### src/rtl/fwd_pkg.sv
package fwd_pkg;

  typedef enum logic [1:0] {
    SEL_RF  = 2'b00,
    SEL_MWB = 2'b01,
    SEL_EXM = 2'b10
  } fwd_sel_e;

  // Younger latch first, then older latch, then register file.
  function automatic fwd_sel_e pick_sel(input logic ex_hit, input logic mw_hit);
    if (ex_hit)      return SEL_EXM;
    else if (mw_hit) return SEL_MWB;
    else             return SEL_RF;
  endfunction

endpackage

### src/rtl/fwd_match.sv
module fwd_match #(
  parameter int REG_W = 5
) (
  input  logic [REG_W-1:0] src,
  input  logic [REG_W-1:0] dst,
  input  logic             wen,
  input  logic             allow,
  output logic             hit
);
  localparam logic [REG_W-1:0] ZERO_REG = '0;

  logic live_dst;
  assign live_dst = wen && (dst != ZERO_REG);
  assign hit      = live_dst && allow && (dst == src);
endmodule

### src/rtl/fwd_pick.sv
module fwd_pick
  import fwd_pkg::*;
(
  input  logic       ex_hit,
  input  logic       mw_hit,
  output logic [1:0] sel
);
  fwd_sel_e sel_e;
  always_comb sel_e = pick_sel(ex_hit, mw_hit);
  assign sel = sel_e;
endmodule

### src/rtl/fwd_unit.sv
module fwd_unit
  import fwd_pkg::*;
#(
  parameter int REG_W = 5
) (
  input  logic [REG_W-1:0] idex_rs,
  input  logic [REG_W-1:0] idex_rt,
  input  logic [REG_W-1:0] exm_dst,
  input  logic             exm_wen,
  input  logic             exm_load,
  input  logic             exm_store,
  input  logic [REG_W-1:0] exm_rt,
  input  logic [REG_W-1:0] mwb_dst,
  input  logic             mwb_wen,
  input  logic             mwb_load,
  output logic [1:0]       sel_a,
  output logic [1:0]       sel_b,
  output logic [1:0]       sel_st
);
  localparam int N_OPS = 2;
  localparam logic [REG_W-1:0] ZERO_REG = '0;

  logic [REG_W-1:0] op_src [N_OPS];
  logic [1:0]       op_sel [N_OPS];
  logic             ex_hit [N_OPS];
  logic             mw_hit [N_OPS];
  logic             ex_allow;
  logic             st_allow;
  logic             st_hit;

  assign op_src[0] = idex_rs;
  assign op_src[1] = idex_rt;
  assign ex_allow  = !exm_load;
  assign st_allow  = exm_store && mwb_load;

  for (genvar g = 0; g < N_OPS; g++) begin : g_op
    fwd_match #(.REG_W(REG_W)) u_ex (
      .src(op_src[g]), .dst(exm_dst), .wen(exm_wen),
      .allow(ex_allow), .hit(ex_hit[g]));
    fwd_match #(.REG_W(REG_W)) u_mw (
      .src(op_src[g]), .dst(mwb_dst), .wen(mwb_wen),
      .allow(1'b1), .hit(mw_hit[g]));
    fwd_pick u_pick (
      .ex_hit(ex_hit[g]), .mw_hit(mw_hit[g]), .sel(op_sel[g]));
  end

  fwd_match #(.REG_W(REG_W)) u_st (
    .src(exm_rt), .dst(mwb_dst), .wen(mwb_wen),
    .allow(st_allow), .hit(st_hit));

  assign sel_a  = op_sel[0];
  assign sel_b  = op_sel[1];
  assign sel_st = st_hit ? SEL_MWB : SEL_RF;

  always_comb begin
    AST_A_EXM_LIVE: assert (sel_a != SEL_EXM || (exm_wen && exm_dst == idex_rs));
    AST_B_EXM_LIVE: assert (sel_b != SEL_EXM || (exm_wen && exm_dst == idex_rt));
    AST_A_MWB_LIVE: assert (sel_a != SEL_MWB || (mwb_wen && mwb_dst == idex_rs));
    AST_A_LEGAL:    assert (sel_a != 2'b11 && sel_b != 2'b11);
    AST_ZERO_SRC:   assert (idex_rs != ZERO_REG || sel_a == SEL_RF);
    AST_NO_WEN:     assert ((exm_wen || mwb_wen) || (sel_a == SEL_RF && sel_b == SEL_RF));
    AST_NO_LOAD_EX: assert (!exm_load || (sel_a != SEL_EXM && sel_b != SEL_EXM));
    AST_ST_LOAD:    assert (sel_st == SEL_RF || (mwb_load && exm_store && mwb_dst == exm_rt));
  end
endmodule

### config.mk
export PLATFORM = sky130hd
export DESIGN_NAME = fwd_unit
export DESIGN_NICKNAME = d
export VERILOG_FILES = /design/src/rtl/fwd_pkg.sv /design/src/rtl/fwd_match.sv /design/src/rtl/fwd_pick.sv /design/src/rtl/fwd_unit.sv
export SDC_FILE = /design/constraint.sdc
export NUM_CORES = 1
export LEC_CHECK = 0
export BUFFER_PORTS_ARGS = -buffer_cell sky130_fd_sc_hd__buf_4
export CAP_MARGIN = 0
export CORE_AREA = 2 2 39 41
export DETAILED_ROUTE_END_ITERATION = 10
export DIE_AREA = 0 0 41 43
export PLACE_DENSITY = 0.71
export REMOVE_ABC_BUFFERS = 1
export SLEW_MARGIN = 20
export SYNTH_ARGS = -nofsm -noshare
export SYNTH_HDL_FRONTEND = slang
export SYNTH_SLANG_ARGS = --single-unit
### constraint.sdc
create_clock -name vclk -period 1.7
set_input_delay 0.425 -clock vclk [all_inputs]
set_output_delay 0.425 -clock vclk [all_outputs]
set_load 0.03 [all_outputs]
Word-level counts from Yosys, hierarchy flattened
Cells that the tools add are included.

cells by class
  reductions and logical operators = 13
  muxes and demuxes = 5
  eq/ne operators = 5

operators with widths
  operator             count
  equality test 5 bit  5
  logical AND 1 bit    10
  nonzero test 5 bit   2
  2-to-1 mux 2 bit     2
  2-to-1 mux 1 bit     3
  zero test 1 bit      1

storage, ports and cells
  bits in registers = 0
  output and inout port bits = 6
  word-level logic and storage cells = 23
  input port bits = 30

Logic depth before layout (Yosys ltp)
  word-level depth = 5
  depth in mapped cells = 4

By module
Synthesis repeated with hierarchy kept, for this count alone.

unflattened totals
  cell total of the unflattened synthesis = 60
  area total of the unflattened synthesis = 456.7 um^2

by module, submodules not included
  module     sequential area each (um^2)  area each (um^2)  times used  cells each
  fwd_match  0.0                          76.3              5           10
  fwd_pick   0.0                          21.3              2           2
  fwd_unit   0.0                          32.5              1           6

Least setup slack after synthesis
Ideal clock, no wire load.

  path kind = input to output
  from = input exm_dst[3]
  to = output sel_b[0]
  arrival time = 1.627 ns
  stages on the path = 4
  path slack = -0.352 ns
  path buffers = 0
  cells stage by stage = or4_1 -> o21ai_2 -> nor4_1 -> nor3_2

on the way
  longest elaborated chain between the ends = 5
  elaborated cells between the ends (all ways) = 6
  classes of those cells = eq/ne (1); mux (1); reduce/logical (4)

RTL lines
  item                  line             text
  start: declaration    fwd_unit.sv:8    input logic [REG_W-1:0] exm_dst,
  nonzero test 5 bit    fwd_match.sv:13  assign live_dst = wen && (dst != ZERO_REG);
  logical AND 1 bit     fwd_match.sv:13
  logical AND 1 bit     fwd_match.sv:14  assign hit = live_dst && allow && (dst == src);
  logical AND 1 bit *   fwd_match.sv:14
  net g_op[1].u_ex.hit  fwd_match.sv:8   output logic hit
  2-to-1 mux 2 bit *    fwd_pkg.sv:11    if (ex_hit) return SEL_EXM;
  end: declaration      fwd_unit.sv:17   output logic [1:0] sel_b,

The timed path passes the listed nets; every way through them passes the cells marked *.

Worst setup path in the final report
  from = input exm_dst[0]
  to = output sel_a[0]

on the way
  longest elaborated chain between the ends = 5
  elaborated cells between the ends (all ways) = 6
  classes of those cells = eq/ne (1); mux (1); reduce/logical (4)

RTL lines
  item                 line             text
  nonzero test 5 bit   fwd_match.sv:13
  logical AND 1 bit    fwd_match.sv:13
  logical AND 1 bit    fwd_match.sv:14
  logical AND 1 bit *  fwd_match.sv:14
  2-to-1 mux 2 bit *   fwd_pkg.sv:11
  end: declaration     fwd_unit.sv:16   output logic [1:0] sel_a,

Every way passes the cells marked *; elsewhere a longest branch is shown, timed or not.

==> flow_summary.json <==
{
  "outcome": "finished with violations",
  "violations": "setup timing",
  "worstPathRequired_ns": 1.27,
  "grt_pass1_vias": 546,
  "hpwlAfterDp_um": 1120,
  "tns_ns": -1.48,
  "total_power_uw": 205,
  "die_x_um": 41,
  "seq_area_sq_um": 0,
  "place.gp.congestion": 0.703,
  "finalWorstSetupSlack_ns": -0.336,
  "critPathLaunchType": "input pin",
  "initial_core_util_pct": 26.8,
  "die_area_sq_mm": 0.00176,
  "hold_ws_ns": 1.22,
  "ys_types": 12,
  "place_ws_ns": -0.413,
  "leakagePower_nw": 0.390,
  "multi_input_area_sq_um": 398,
  "drc": 0,
  "dr.pass1.iters": 2,
  "die_y_um": 43,
  "power_density_mw_per_mm2": 235,
  "cp_max_fo": 2,
  "fmax_mhz": 491,
  "worst-setup-path-type": "in -> out",
  "seq_cells": 0,
  "post-route-period-util_pct": 120,
  "design_area_sq_um": 873,
  "hp-start": "mwb_load",
  "wirelength_um": 1300,
  "yosysWarnings": 0,
  "finalSetupViolations": 5,
  "core_sq_mm": 0.00138,
  "max_stage_delay_ns": 0.54,
  "grt_max_degree": 4,
  "fp-row-count": 14,
  "slew_viol_final": 0,
  "avgViaCountPerCell": 4.39,
  "irDropWorstVdd_v": 0.000104,
  "rsz0062_at_grt": "yes",
  "clkbuf_count": 0,
  "hold_class": "in -> out",
  "layout-drive-gt1-share_pct": 65.0,
  "grt_use_total_pct": 15.9,
  "crit_path_cell_trace": "buf_6, or4_4, o21ai_4, nor4_4, nor3_2, buf_4",
  "n_fill_cell": 139,
  "cp_num_buf_inv": 2,
  "dpl.cell_count": 115,
  "slowest_stage": "or4_4",
  "startpoint": "exm_dst[0]",
  "dpl_cell_area_sq_um": 786,
  "worstPathArrival_ns": 1.61,
  "ant_nets": 0,
  "area_delta_synth_final_pct": 136,
  "maxCapViolCount": 0,
  "yosysSeqAreaShare_pct": 0,
  "netlist_area_sq_um": 370,
  "portBuffers": 35,
  "io_pins": 36,
  "hold_viol_final": 0,
  "fin_crit_ns": 2.04,
  "syn_inst": 48,
  "fin_nets": 132,
  "path_delay_family": "simple AND/OR/NAND/NOR gates",
  "avgRoutedWirePerCell_um": 11.2,
  "final_util_pct": 63.1,
  "antenna_found_initial": 0,
  "grt_pass1_wl_um": 2040,
  "grt_overflow": 0,
  "drt-initial-drc-count": 2,
  "postSynthAreaPerCell_sq_um": 7.72,
  "diodes": 0,
  "instances_no_fill": 116,
  "end_kind": "output port",
  "vias": 509
}
-- what timing repair did --
action / CTS / global route
buffers inserted: 1 / 0
pin swaps: 9 / 2
hold buffers: 0 / 0
endpoints found under the setup margin: 5 / 5
endpoints found under the hold margin: 0 / 0
gates resized for setup: 15 / 0
-- path summary, 6_finish.rpt --
path | to | slack [ns] | depth (start not counted)
max | sel_a[0] | -0.34 | 6
min | sel_st[0] | 1.22 | 4
-- layer usage --
layer	wire length (um)	track usage (%)	share of wire [%]	vias up
met5	0	0	0	-
met4	0	0	0	0
met3	110	0.524	8.5	0
met2	733	32.5	57	24
met1	452	17.1	35	220
li1	-	-	-	265
-- synthesized netlist by cell type --
master | n | area, sq um
xnor2_1 | 15 | 131
conb_1 | 1 | 3.75
o21ai_2 | 2 | 17.5
nor3_1 | 3 | 15.0
xor2_1 | 10 | 87.6
nor4_1 | 2 | 12.5
nor2b_1 | 1 | 6.26
nand3_1 | 5 | 25.0
nor3_2 | 2 | 20.0
buf_4 | 4 | 30.0
nand4_1 | 1 | 6.26
or4_1 | 2 | 15.0
-- final cells by class --
type | instances | share of cell area [%]
Multi-Input combinational cell | 44 | 45.6
Tap cell | 16 | 2.29
Timing Repair Buffer | 56 | 52.1
-- kinds of logic after synthesis --
family	after synthesis	synth area share, %
AOI/OAI and AO/OA	2	4.73
other	1	1.01
and+or+nand+nor	16	27.0
xor gates and xnor gates	25	59.1
buffers and inverters	4	8.11
-- power breakdown --
part,switching [mW],internal (mW),total (mW)
sequential,0,0,0
combinational,0.0817,0.123,0.205
clock,0,0,0
-- layout by cell type, fill, tap and decap left out --
cell and count:
nand4_1 1, buf_6 6, or4_4 2, nor4_4 2, nor3_1 2, o21ai_4 2, nor3_2 3, conb_1 1
xor2_1 10, buf_12 1, xnor2_1 15, buf_4 49, nand3_1 5, nor2b_1 1
No activity file was read; power rests on OpenSTA's default activity.
